**config.mk**
```make
export PLATFORM = sky130hd
export DESIGN_NAME = pci_cfg_hdr
export DESIGN_NICKNAME = d
export VERILOG_FILES = /design/src/rtl/pci_cfg_pkg.sv /design/src/rtl/cfg_resp_timer.sv /design/src/rtl/cfg_bar_slot.sv /design/src/rtl/pci_cfg_hdr.sv
export SDC_FILE = /design/constraint.sdc
export NUM_CORES = 1
export LEC_CHECK = 0
export BUFFER_PORTS_ARGS = -buffer_cell sky130_fd_sc_hd__buf_2
export CORE_MARGIN = 5
export CORE_UTILIZATION = 40
export CTS_CLUSTER_DIAMETER = 30
export DETAILED_ROUTE_END_ITERATION = 8
export GPL_TIMING_DRIVEN = 0
export PLACE_DENSITY_LB_ADDON = 0.05
export SLEW_MARGIN = 0
export SYNTH_ARGS = -nofsm -noshare
export SYNTH_HDL_FRONTEND = slang
export SYNTH_SLANG_ARGS = --single-unit
```
**constraint.sdc**
```tcl
create_clock -name clk -period 3.4 [get_ports clk]
set_input_delay 0.85 -clock clk [delete_from_list [all_inputs] [get_ports clk]]
set_output_delay 0.85 -clock clk [all_outputs]
set_load 0.02 [all_outputs]
```
**src/rtl/pci_cfg_pkg.sv**
```systemverilog
package pci_cfg_pkg;
  localparam int NUM_BARS  = 6;
  localparam int HDR_BYTES = 64;
  localparam int BAR_W     = 32;

  typedef enum logic [1:0] {
    SZ_BYTE = 2'd0,
    SZ_HALF = 2'd1,
    SZ_WORD = 2'd2,
    SZ_BAD  = 2'd3
  } cfg_size_e;
endpackage

```
**src/rtl/cfg_resp_timer.sv**
```systemverilog
module cfg_resp_timer #(
  parameter int WAIT_CYCLES = 2,
  parameter int DATA_W      = 32
) (
  input  logic              clk,
  input  logic              rst_n,
  input  logic              start,
  input  logic              err_in,
  input  logic [DATA_W-1:0] data_in,
  output logic              busy,
  output logic              ready,
  output logic              err_out,
  output logic [DATA_W-1:0] data_out
);
  localparam int CW = (WAIT_CYCLES < 1) ? 1 : $clog2(WAIT_CYCLES + 1);

  logic              busy_q, busy_d, ready_q, ready_d, err_q, err_d;
  logic [CW-1:0]     cnt_q, cnt_d;
  logic [DATA_W-1:0] data_q, data_d;

  always_comb begin
    busy_d  = busy_q;
    cnt_d   = cnt_q;
    data_d  = data_q;
    err_d   = err_q;
    ready_d = 1'b0;
    if (start && !busy_q) begin
      busy_d = 1'b1;
      cnt_d  = CW'(WAIT_CYCLES);
      data_d = data_in;
      err_d  = err_in;
    end else if (busy_q) begin
      if (cnt_q == '0) begin
        busy_d  = 1'b0;
        ready_d = 1'b1;
      end else begin
        cnt_d = cnt_q - 1'b1;
      end
    end
  end

  always_ff @(posedge clk or negedge rst_n) begin
    if (!rst_n) begin
      busy_q  <= 1'b0;
      ready_q <= 1'b0;
      err_q   <= 1'b0;
      cnt_q   <= '0;
      data_q  <= '0;
    end else begin
      busy_q  <= busy_d;
      ready_q <= ready_d;
      err_q   <= err_d;
      cnt_q   <= cnt_d;
      data_q  <= data_d;
    end
  end

  assign busy     = busy_q;
  assign ready    = ready_q;
  assign err_out  = ready_q & err_q;
  assign data_out = ready_q ? data_q : '0;

  assert_ready_one_cycle_R2: assert property (@(posedge clk) disable iff (!rst_n)
    ready_q |=> !ready_q);
  assert_accept_sets_busy_R2: assert property (@(posedge clk) disable iff (!rst_n)
    (start && !busy_q) |=> (busy_q && !ready_q));
endmodule

```
**src/rtl/cfg_bar_slot.sv**
```systemverilog
module cfg_bar_slot #(
  parameter logic [31:0] SIZE        = 32'h0,
  parameter logic [31:0] INIT        = 32'h0,
  parameter bit          LEGACY      = 1'b0,
  parameter logic [31:0] LEGACY_ADDR = 32'h0
) (
  input  logic        clk,
  input  logic        rst_n,
  input  logic        we,
  input  logic [31:0] wdata,
  output logic [31:0] rd_val,
  output logic [31:0] base,
  output logic        en
);
  localparam logic [31:0] SIZE_MASK = ~(SIZE - 32'd1);

  if (!LEGACY && SIZE != 32'd0 && (SIZE & (SIZE - 32'd1)) != 32'd0) begin : g_bad_size
    $error("cfg_bar_slot: SIZE must be zero or a power of two");
  end

  logic [31:0] bar_q, bar_d, base_q, base_d, type_mask, new_addr;
  logic        en_q, en_d, wr_ok, probe;

  assign wr_ok     = we && !LEGACY;
  assign probe     = (wdata == 32'hFFFF_FFFF);
  assign type_mask = bar_q[0] ? 32'h0000_0003 : 32'h0000_000F;
  assign new_addr  = probe ? SIZE_MASK : (wdata & ~type_mask);

  always_comb begin
    bar_d  = bar_q;
    base_d = base_q;
    en_d   = en_q;
    if (wr_ok) begin
      bar_d = (new_addr & ~type_mask) | (bar_q & type_mask);
      if (!probe && new_addr != 32'd0) begin
        base_d = new_addr;
        en_d   = 1'b1;
      end
    end
  end

  always_ff @(posedge clk or negedge rst_n) begin
    if (!rst_n) begin
      bar_q  <= INIT;
      base_q <= '0;
      en_q   <= 1'b0;
    end else begin
      bar_q  <= bar_d;
      base_q <= base_d;
      en_q   <= en_d;
    end
  end

  assign rd_val = LEGACY ? 32'd0 : bar_q;
  assign base   = LEGACY ? LEGACY_ADDR : base_q;
  assign en     = LEGACY ? 1'b1 : en_q;

  assert_type_bits_kept_R8: assert property (@(posedge clk) disable iff (!rst_n)
    wr_ok |=> ((bar_q & $past(type_mask)) == $past(bar_q & type_mask)));
  assert_probe_mask_R7: assert property (@(posedge clk) disable iff (!rst_n)
    (wr_ok && probe) |=> ((bar_q & ~$past(type_mask)) == (SIZE_MASK & ~$past(type_mask))));
  assert_probe_keeps_base_R9: assert property (@(posedge clk) disable iff (!rst_n)
    (wr_ok && probe) |=> ($stable(base_q) && $stable(en_q)));
endmodule

```
**src/rtl/pci_cfg_hdr.sv**
```systemverilog
module pci_cfg_hdr
  import pci_cfg_pkg::*;
#(
  parameter int                       ADDR_W        = 8,
  parameter int                       WAIT_CYCLES   = 2,
  parameter logic [15:0]              VENDOR_ID     = 16'hABCD,
  parameter logic [15:0]              DEVICE_ID     = 16'h0001,
  parameter logic [7:0]               REV_ID        = 8'h01,
  parameter logic [23:0]              CLASS_CODE    = 24'h020000,
  parameter logic [7:0]               HDR_TYPE      = 8'h00,
  parameter logic [15:0]              SUB_VID       = 16'h0000,
  parameter logic [15:0]              SUB_ID        = 16'h0000,
  parameter logic [7:0]               INT_PIN       = 8'h01,
  parameter logic [7:0]               MIN_GNT       = 8'h00,
  parameter logic [7:0]               MAX_LAT       = 8'h00,
  parameter logic [15:0]              STATUS_INIT   = 16'h0000,
  parameter logic [7:0]               INT_LINE_INIT = 8'h00,
  parameter logic [31:0]              ROM_INIT      = 32'h0,
  parameter logic [NUM_BARS*32-1:0]   BAR_SIZE      = {32'h0, 32'h0, 32'h0, 32'h0, 32'h100, 32'h1000},
  parameter logic [NUM_BARS*32-1:0]   BAR_INIT      = {32'h0, 32'h0, 32'h0, 32'h0, 32'h1, 32'h0},
  parameter logic [NUM_BARS-1:0]      BAR_LEGACY    = '0,
  parameter logic [NUM_BARS*32-1:0]   BAR_LEG_ADDR  = '0
) (
  input  logic                   clk,
  input  logic                   rst_n,
  input  logic [ADDR_W-1:0]      cfg_addr,
  input  logic                   cfg_rd,
  input  logic                   cfg_wr,
  input  logic [1:0]             cfg_size,
  input  logic [31:0]            cfg_wdata,
  output logic [31:0]            cfg_rdata,
  output logic                   cfg_ready,
  output logic                   cfg_err,
  output logic [NUM_BARS*32-1:0] bar_base,
  output logic [NUM_BARS-1:0]    bar_en
);
  localparam int OFF_W = $clog2(HDR_BYTES);

  cfg_size_e          size_e;
  logic [OFF_W-1:0]   off;
  logic               busy, acc, bad_size, bad_off, wr_go, wr_err, req_err;
  logic [15:0]        cmd_q, cmd_d, sts_q, sts_d;
  logic [7:0]         cls_q, cls_d, lat_q, lat_d, intl_q, intl_d;
  logic [31:0]        rom_q, rom_d, rd_word, resp_data;
  logic [NUM_BARS-1:0] bar_we;
  logic [31:0]        bar_rd [NUM_BARS];
  logic [8*HDR_BYTES-1:0] hdr;

  assign size_e   = cfg_size_e'(cfg_size);
  assign off      = cfg_addr[OFF_W-1:0];
  assign acc      = (cfg_rd || cfg_wr) && !busy;
  assign bad_size = (size_e == SZ_BAD);
  assign bad_off  = (cfg_addr[ADDR_W-1:OFF_W] != '0);
  assign wr_go    = acc && cfg_wr && !bad_size && !bad_off;

  // Write decode by access width
  always_comb begin
    cmd_d  = cmd_q;
    sts_d  = sts_q;
    cls_d  = cls_q;
    lat_d  = lat_q;
    intl_d = intl_q;
    rom_d  = rom_q;
    bar_we = '0;
    wr_err = 1'b0;
    if (wr_go) begin
      case (size_e)
        SZ_BYTE: begin
          case (off)
            6'h3C: intl_d = cfg_wdata[7:0];
            6'h0C: cls_d  = cfg_wdata[7:0];
            6'h0D: lat_d  = cfg_wdata[7:0];
            6'h08, 6'h09, 6'h0A, 6'h0B, 6'h3D, 6'h3E, 6'h3F: begin end
            default: wr_err = 1'b1;
          endcase
        end
        SZ_HALF: begin
          case (off)
            6'h04: cmd_d = cfg_wdata[15:0];
            6'h06: sts_d = cfg_wdata[15:0];
            6'h0C: cls_d = cfg_wdata[7:0];
            default: wr_err = 1'b1;
          endcase
        end
        default: begin
          if (off == 6'h04) cmd_d = cfg_wdata[15:0];
          if (off == 6'h30) rom_d = (cfg_wdata == 32'hFFFF_FFFE) ? 32'hFFFF_FFFF : cfg_wdata;
          for (int i = 0; i < NUM_BARS; i++) begin
            if (off == OFF_W'(16 + 4 * i)) bar_we[i] = 1'b1;
          end
        end
      endcase
    end
  end

  always_ff @(posedge clk or negedge rst_n) begin
    if (!rst_n) begin
      cmd_q  <= '0;
      sts_q  <= STATUS_INIT;
      cls_q  <= '0;
      lat_q  <= '0;
      intl_q <= INT_LINE_INIT;
      rom_q  <= ROM_INIT;
    end else begin
      cmd_q  <= cmd_d;
      sts_q  <= sts_d;
      cls_q  <= cls_d;
      lat_q  <= lat_d;
      intl_q <= intl_d;
      rom_q  <= rom_d;
    end
  end

  for (genvar g = 0; g < NUM_BARS; g++) begin : g_bar
    cfg_bar_slot #(
      .SIZE        (BAR_SIZE[g*32 +: 32]),
      .INIT        (BAR_INIT[g*32 +: 32]),
      .LEGACY      (BAR_LEGACY[g]),
      .LEGACY_ADDR (BAR_LEG_ADDR[g*32 +: 32])
    ) u_bar (
      .clk    (clk),
      .rst_n  (rst_n),
      .we     (bar_we[g]),
      .wdata  (cfg_wdata),
      .rd_val (bar_rd[g]),
      .base   (bar_base[g*32 +: 32]),
      .en     (bar_en[g])
    );
  end

  // Flat little-endian view of the header
  always_comb begin
    hdr = '0;
    hdr[0   +: 16] = VENDOR_ID;
    hdr[16  +: 16] = DEVICE_ID;
    hdr[32  +: 16] = cmd_q;
    hdr[48  +: 16] = sts_q;
    hdr[64  +: 8]  = REV_ID;
    hdr[72  +: 24] = CLASS_CODE;
    hdr[96  +: 8]  = cls_q;
    hdr[104 +: 8]  = lat_q;
    hdr[112 +: 8]  = HDR_TYPE;
    for (int i = 0; i < NUM_BARS; i++) hdr[(16 + 4 * i) * 8 +: 32] = bar_rd[i];
    hdr[352 +: 16] = SUB_VID;
    hdr[368 +: 16] = SUB_ID;
    hdr[384 +: 32] = rom_q;
    hdr[480 +: 8]  = intl_q;
    hdr[488 +: 8]  = INT_PIN;
    hdr[496 +: 8]  = MIN_GNT;
    hdr[504 +: 8]  = MAX_LAT;
  end

  always_comb begin
    logic [OFF_W:0] idx;
    rd_word = '0;
    for (int k = 0; k < 4; k++) begin
      idx = {1'b0, off} + (OFF_W + 1)'(k);
      if (!idx[OFF_W] && (k == 0 || (k == 1 && size_e != SZ_BYTE) || size_e == SZ_WORD))
        rd_word[8*k +: 8] = hdr[idx[OFF_W-1:0] * 8 +: 8];
    end
  end

  assign req_err   = bad_size || bad_off || wr_err;
  assign resp_data = (cfg_wr || req_err) ? 32'd0 : rd_word;

  cfg_resp_timer #(.WAIT_CYCLES(WAIT_CYCLES), .DATA_W(32)) u_timer (
    .clk      (clk),
    .rst_n    (rst_n),
    .start    (acc),
    .err_in   (req_err),
    .data_in  (resp_data),
    .busy     (busy),
    .ready    (cfg_ready),
    .err_out  (cfg_err),
    .data_out (cfg_rdata)
  );

  assert_err_no_update_R3: assert property (@(posedge clk) disable iff (!rst_n)
    (acc && (bad_size || bad_off)) |=> ($stable(cmd_q) && $stable(rom_q) && $stable(intl_q) && $stable(sts_q)));
  assert_half_cmd_write_R6: assert property (@(posedge clk) disable iff (!rst_n)
    (wr_go && size_e == SZ_HALF && off == 6'h04) |=> (cmd_q == $past(cfg_wdata[15:0])));
  assert_rom_probe_R11: assert property (@(posedge clk) disable iff (!rst_n)
    (wr_go && size_e == SZ_WORD && off == 6'h30 && cfg_wdata == 32'hFFFF_FFFE) |=> (rom_q == 32'hFFFF_FFFF));
  assert_single_bar_write_R9: assert property (@(posedge clk) disable iff (!rst_n)
    $onehot0(bar_we));
endmodule

```
# Word-level counts from Yosys, hierarchy flattened
# Index checks and enable logic that the tools add are counted.
# classes
reduce_logical	53
bitwise_logic	33
n_mux	39
eq_ne	25
n_shift	4
n_addsub	4
# ops
operator	count
indexed part select 512 x 10 -> 8 bit	4
bitwise AND 32 bit	18
two-way mux 32 bit	9
NOT 32 bit	6
OR 32 bit	6
nonzero test 32 bit	6
== test 32 bit, second input constant	2
== test 6 bit, second input constant	7
== test 6 x 4 -> 1 bit, second input constant	6
== test 6 x 5 -> 1 bit, second input constant	4
two-way mux 4 bit	6
two-way mux 8 bit	3
AND reduction 3 bit	6
two-way mux 1 bit	15
adder 6 x 2 -> 7 bit, second input constant	2
logical AND 1 bit	14
AND reduction 2 bit	7
== test 6 x 3 -> 1 bit, second input constant	2
two-way mux 6 bit	2
OR reduction 10 bit	1
adder 6 x 1 -> 7 bit, second input constant	1
zero test 1 bit	7
two-way mux 2 bit	3
nonzero test 2 bit	3
other kinds (11)	18
# word_totals
reg_bits	515
word_cells	187
out_inout_bits	232

# Depth between registers and ports, before layout
# logic_depth
word_depth	9
depth_mapped	14
depth_no_buf	8

# By module
# From an unflattened synthesis, not the netlist that was laid out.
# hier_totals
cells_unflattened	2543
hier_area_um2	29752.3
# by_module_without_submodules
mod	area_each_um2	seq_area_each_um2	cells_each	n_inst
pci_cfg_hdr	13854.5	2202.1	1225	1
cfg_bar_slot (g_bar[2].u_bar ...)	2312.2	1426.4	210	4
cfg_bar_slot (g_bar[1].u_bar)	2506.2	1526.5	178	1
cfg_bar_slot (g_bar[0].u_bar)	2372.3	1426.4	178	1
cfg_resp_timer	1770.4	925.9	122	1

# Worst setup path before layout
# OpenSTA, ideal clock, no wires.
# synth_timing
path_type	input-to-reg
start	input cfg_addr[1]
end	register u_timer.data_q[30]
setup_ns	0.121
required_time_ns	3.279
cell_stages	14
path_buffers	7
slack_ns	-0.778
arrival_ns	4.057
path_cell_list	buf_2 buf_1 inv_2 buf_1 ha_1 buf_2 buf_2 buf_1 buf_2 mux4_2 a21oi_1 o21ai_0 a32oi_1 nand2_1
# synth_between
elab_chain_cells	8
word_cells_on_any_way	26
cone_classes	1 x add/sub; 12 x eq/ne; 1 x shift; 6 x mux; 6 x reduce/logical
# synth_rtl
element	line_no	rtl
start, declared	pci_cfg_hdr.sv:26	input logic [ADDR_W-1:0] cfg_addr,
parallel branches: the longest is 7 deep, another holds adder 6 x 2 -> 7 bit	-	
two-way mux 32 bit (*)	pci_cfg_hdr.sv:164	assign resp_data = (cfg_wr || req_err) ? 32'd0 : rd_word;
end signal, assigned	cfg_resp_timer.sv:54	data_q <= data_d;
end, declared	cfg_resp_timer.sv:19	logic [DATA_W-1:0] data_q, data_d;
# Every way passes the cells marked *.
# A chain may end at the register's enable or synchronous reset.

# Final worst setup path
# layout_timing
start	input cfg_addr[1]
end	register u_timer.data_q[0]
# layout_between
elab_chain_cells	8
word_cells_on_any_way	22
cone_classes	12 x eq/ne; 1 x shift; 5 x mux; 4 x reduce/logical
# layout_rtl
element	line_no
parallel branches: the longest is 7 deep, another holds indexed part select 512 x 10 -> 8 bit	-
two-way mux 32 bit (*)	pci_cfg_hdr.sv:164
# Marks and branches as above.

==> results.sh <==
export IMPL_gr_total_overflow=0
export IMPL_min_period_over_period_pct=102
export IMPL_io_buffers=248
export IMPL_p_per_area_mw_per_mm2=522
export IMPL_worstPathCellList="buf_6 -> buf_12 -> buf_12 -> buf_1 -> mux2_2 -> a22oi_1 -> o21ai_0 -> a211oi_1 -> o21ai_0"
export IMPL_fin_tns_setup_ps=-288
export IMPL_yosysTopAreaCell="dfrtp_1"
export IMPL_p_leak_nw=16.0
export IMPL_numCtsBuffers=98
export IMPL_wl_per_cell_um=41.5
export IMPL_syn_area_per_cell_um2=11.4
export IMPL_finalInstanceArea_mm2=0.0349
export IMPL_ys_ff_latch=471
export IMPL_cp_required_ps=3870
export IMPL_num_io_pins=278
export IMPL_setup_ws_ps=-55.4
export IMPL_gp_congestion=1.09
export IMPL_hold_path_class="in -> async"
export IMPL_place_detailed_hpwl_um=120000
export IMPL_hold_violations=0
export IMPL_grt_max_degree=124
export IMPL_pre_cts_slack_ps=-3060
export IMPL_cts_tree="built"
export IMPL_route_detailed_drc=0
export IMPL_peakVddDrop_mv=0.538
export IMPL_async_reset_ff_share_pct=100
export IMPL_rows=95
export IMPL_rrSetupSlack_ps=380
export IMPL_ys_seq_area_share_pct=43.2
export IMPL_num_fill_cells=5881
export IMPL_reg2reg_to="g_bar[1].u_bar.base[16]"
export IMPL_syn_area_mm2=0.0273
export IMPL_critPathMaxFanout=10
export IMPL_start_util_pct=40.5
export IMPL_drt_pass1_iter_count=6
export IMPL_final_max_slew_viol_count=0
export IMPL_grt_pass1_vias=25700
export IMPL_rr_worst_depth=7
export IMPL_grt_first_pass_wirelength_um=213000
export IMPL_clk_path_buf_depth=3
export IMPL_status="finished, violations left"
export IMPL_synth_top_area_share_pct=43.2
export IMPL_worstSetupPathType="in -> reg"
export IMPL_critical_path_max_stage_delay_ps=780
export IMPL_cp_arrival_ps=3930
export IMPL_worstReg2RegStart="u_timer.busy"
export IMPL_whs_ps=151
export IMPL_critPathCaptureType="flip-flop"
export IMPL_violations="setup timing"
export IMPL_tightest_slew_ps=1290
export IMPL_rsz0062_at_grt="true"
export IMPL_ant_nets=0
export IMPL_area_delta_synth_final_pct=27.9
export IMPL_fin_worst_skew_ps=57.6
export IMPL_startpoint_type="input port"
export IMPL_power_mw=18.2
export IMPL_relSlewSlack_pct=13.8
export IMPL_routed_wl_um=156000
export IMPL_dp_cells=3549
export IMPL_stdcell_count=3773
export IMPL_synth_area_leaders="dfrtp_1, mux4_2, a22o_1"
export IMPL_synth_most_common_cell="dfrtp_1"
export IMPL_cts_root_buf="clkbuf_16"
export IMPL_first_iter_violations=3787
export IMPL_fin_crit_ps=3460
export IMPL_drive_above_1_share_pct=36.2
export IMPL_max_freq_ghz=0.289
export IMPL_clk_pin_slew_ps=40
export IMPL_post_route_util_pct=51.8
export IMPL_antenna_found_initial=12
export IMPL_die_h_um=271
export IMPL_clkSinkCount=471
export IMPL_dieArea_mm2=0.0735
export IMPL_synth_edf_count=0
export IMPL_cap_violations=0
export IMPL_die_w_um=271
export IMPL_h_tree_depth=3
export IMPL_setup_violations=16
export IMPL_vias=26100
export IMPL_ys_warn_count=0
export IMPL_track_usage_pct=41.3
export IMPL_clk_latency_ps=670
export IMPL_final_nets=2867
export IMPL_ys_types=91
export IMPL_syn_instance_count=2401
export IMPL_placed_area_mm2=0.0299
export IMPL_synth_main_ff_cell="dfrtp_1"
export IMPL_drt_vias_per_instance=6.92
export IMPL_core_mm2=0.0674
export IMPL_crit_path_top_delay_cell="buf_1"
export IMPL_synth_top_cells_by_count="dfrtp_1, nand2_1, a22o_1"
[worst max-delay path, delay by kind of cell]
| kind | cells | cell delay [ps] |
|---|---|---|
| compound gates | 4 | 1380 |
| mux | 1 | 420 |
| buf+inv | 4 | 1250 |
[area by class of cell]
type                       instances  area (um^2)  share of cell area, %
antenna                            8         20.0                 0.0573
buffer                           265         1690                   4.85
clock buffer                     126         2760                   7.90
clock inverter                    56          688                   1.97
inverter                          17         81.3                  0.233
multi-input combinational       1667        15000                   43.1
sequential                       471        11800                   33.8
tap                              873         1090                   3.13
timing repair buffer             290         1750                   5.00
[power by group]
| group | internal (mW) | total (mW) | switching [mW] |
|---|---|---|---|
| logic | 0.729 | 2.59 | 1.86 |
| registers | 5.72 | 5.85 | 0.124 |
| clock network | 6.39 | 9.79 | 3.41 |
| total | 12.8 | 18.2 | 5.39 |
[sequential cells by signal, indices dropped and copies added (netlist names), 2 cells and up]
register / cells
sts_q: 16
g_bar.u_bar.en: 6
rom_q: 32
cmd_q: 16
g_bar.u_bar.rd_val: 170
g_bar.u_bar.base: 170
u_timer.cnt_q: 2
cls_q: 8
intl_q: 8
lat_q: 8
u_timer.data_q: 32
[cell families (layout without fill, tap and decap cells)]
| family | after synthesis | after routing | synth area share (%) |
|---|---|---|---|
| multiplexers | 419 | 419 | 23.6 |
| XOR/XNOR | 25 | 25 | 0.802 |
| buffers and inverters | 284 | 754 | 4.78 |
| adder cells (fa/ha/maj) | 11 | 11 | 0.504 |
| AO/OA/AOI/OAI | 620 | 620 | 17.1 |
| other | 1 | 30 | 0.0137 |
| flip-flops | 471 | 471 | 43.2 |
| AND/OR/NAND/NOR | 570 | 570 | 10.1 |
[timing repair]
| action | 4_1_cts | 5_1_grt |
|---|---|---|
| resized for setup | 281 | 43 |
| setup endpoints to repair | 439 | 144 |
| pin swaps | 26 | 9 |
| hold buffers | 0 | 0 |
| setup buffers | 27 | 9 |
[worst max path at each step]
stage	start	end	cells past startpoint
4_1_cts	cfg_addr[2]	u_timer.data_q[23]	9
3_5_place_dp	cfg_addr[1]	u_timer.data_q[22]	13
2_1_floorplan	cfg_addr[1]	u_timer.data_q[24]	11
6_report	cfg_addr[1]	u_timer.data_q[0]	9
5_1_grt	cfg_addr[1]	u_timer.data_q[31]	13
3_3_place_gp	rst_n	g_bar[1].u_bar.base[23]	1
[placed cells by master (no fill, tap or decap), types with 14 or more instances in the layout]
| master | count |
|---|---|
| nand4_1 | 26 |
| o221ai_1 | 19 |
| buf_12 | 14 |
| dfrtp_1 | 471 |
| clkbuf_2 | 33 |
| clkbuf_8 | 22 |
| buf_2 | 279 |
| o21ai_0 | 115 |
| a221oi_1 | 33 |
| mux2i_1 | 79 |
| mux2_1 | 27 |
| clkbuf_16 | 99 |
| mux2_2 | 140 |
| nor4_1 | 16 |
| clkbuf_1 | 106 |
| mux4_2 | 162 |
| clkinv_2 | 14 |
| buf_6 | 21 |
| a21oi_1 | 61 |
| nand2_1 | 278 |
| nor2_1 | 45 |
| buf_4 | 80 |
| nand3_1 | 39 |
| nor3_1 | 27 |
| a22oi_1 | 17 |
| conb_1 | 22 |
| a22o_1 | 183 |
| and2_1 | 45 |
| o22a_1 | 38 |
[routing by layer]
metal / track usage (%) / vias up / share of wire [%]
met4: 24.7 / 8 / 8.0
li1: - / 10100 / -
met1: 51.5 / 13300 / 37
met2: 62.3 / 2205 / 43
met5: 0.0658 / - / 0.029
met3: 14.2 / 587 / 12
Power figures use the tool's default switching activity.
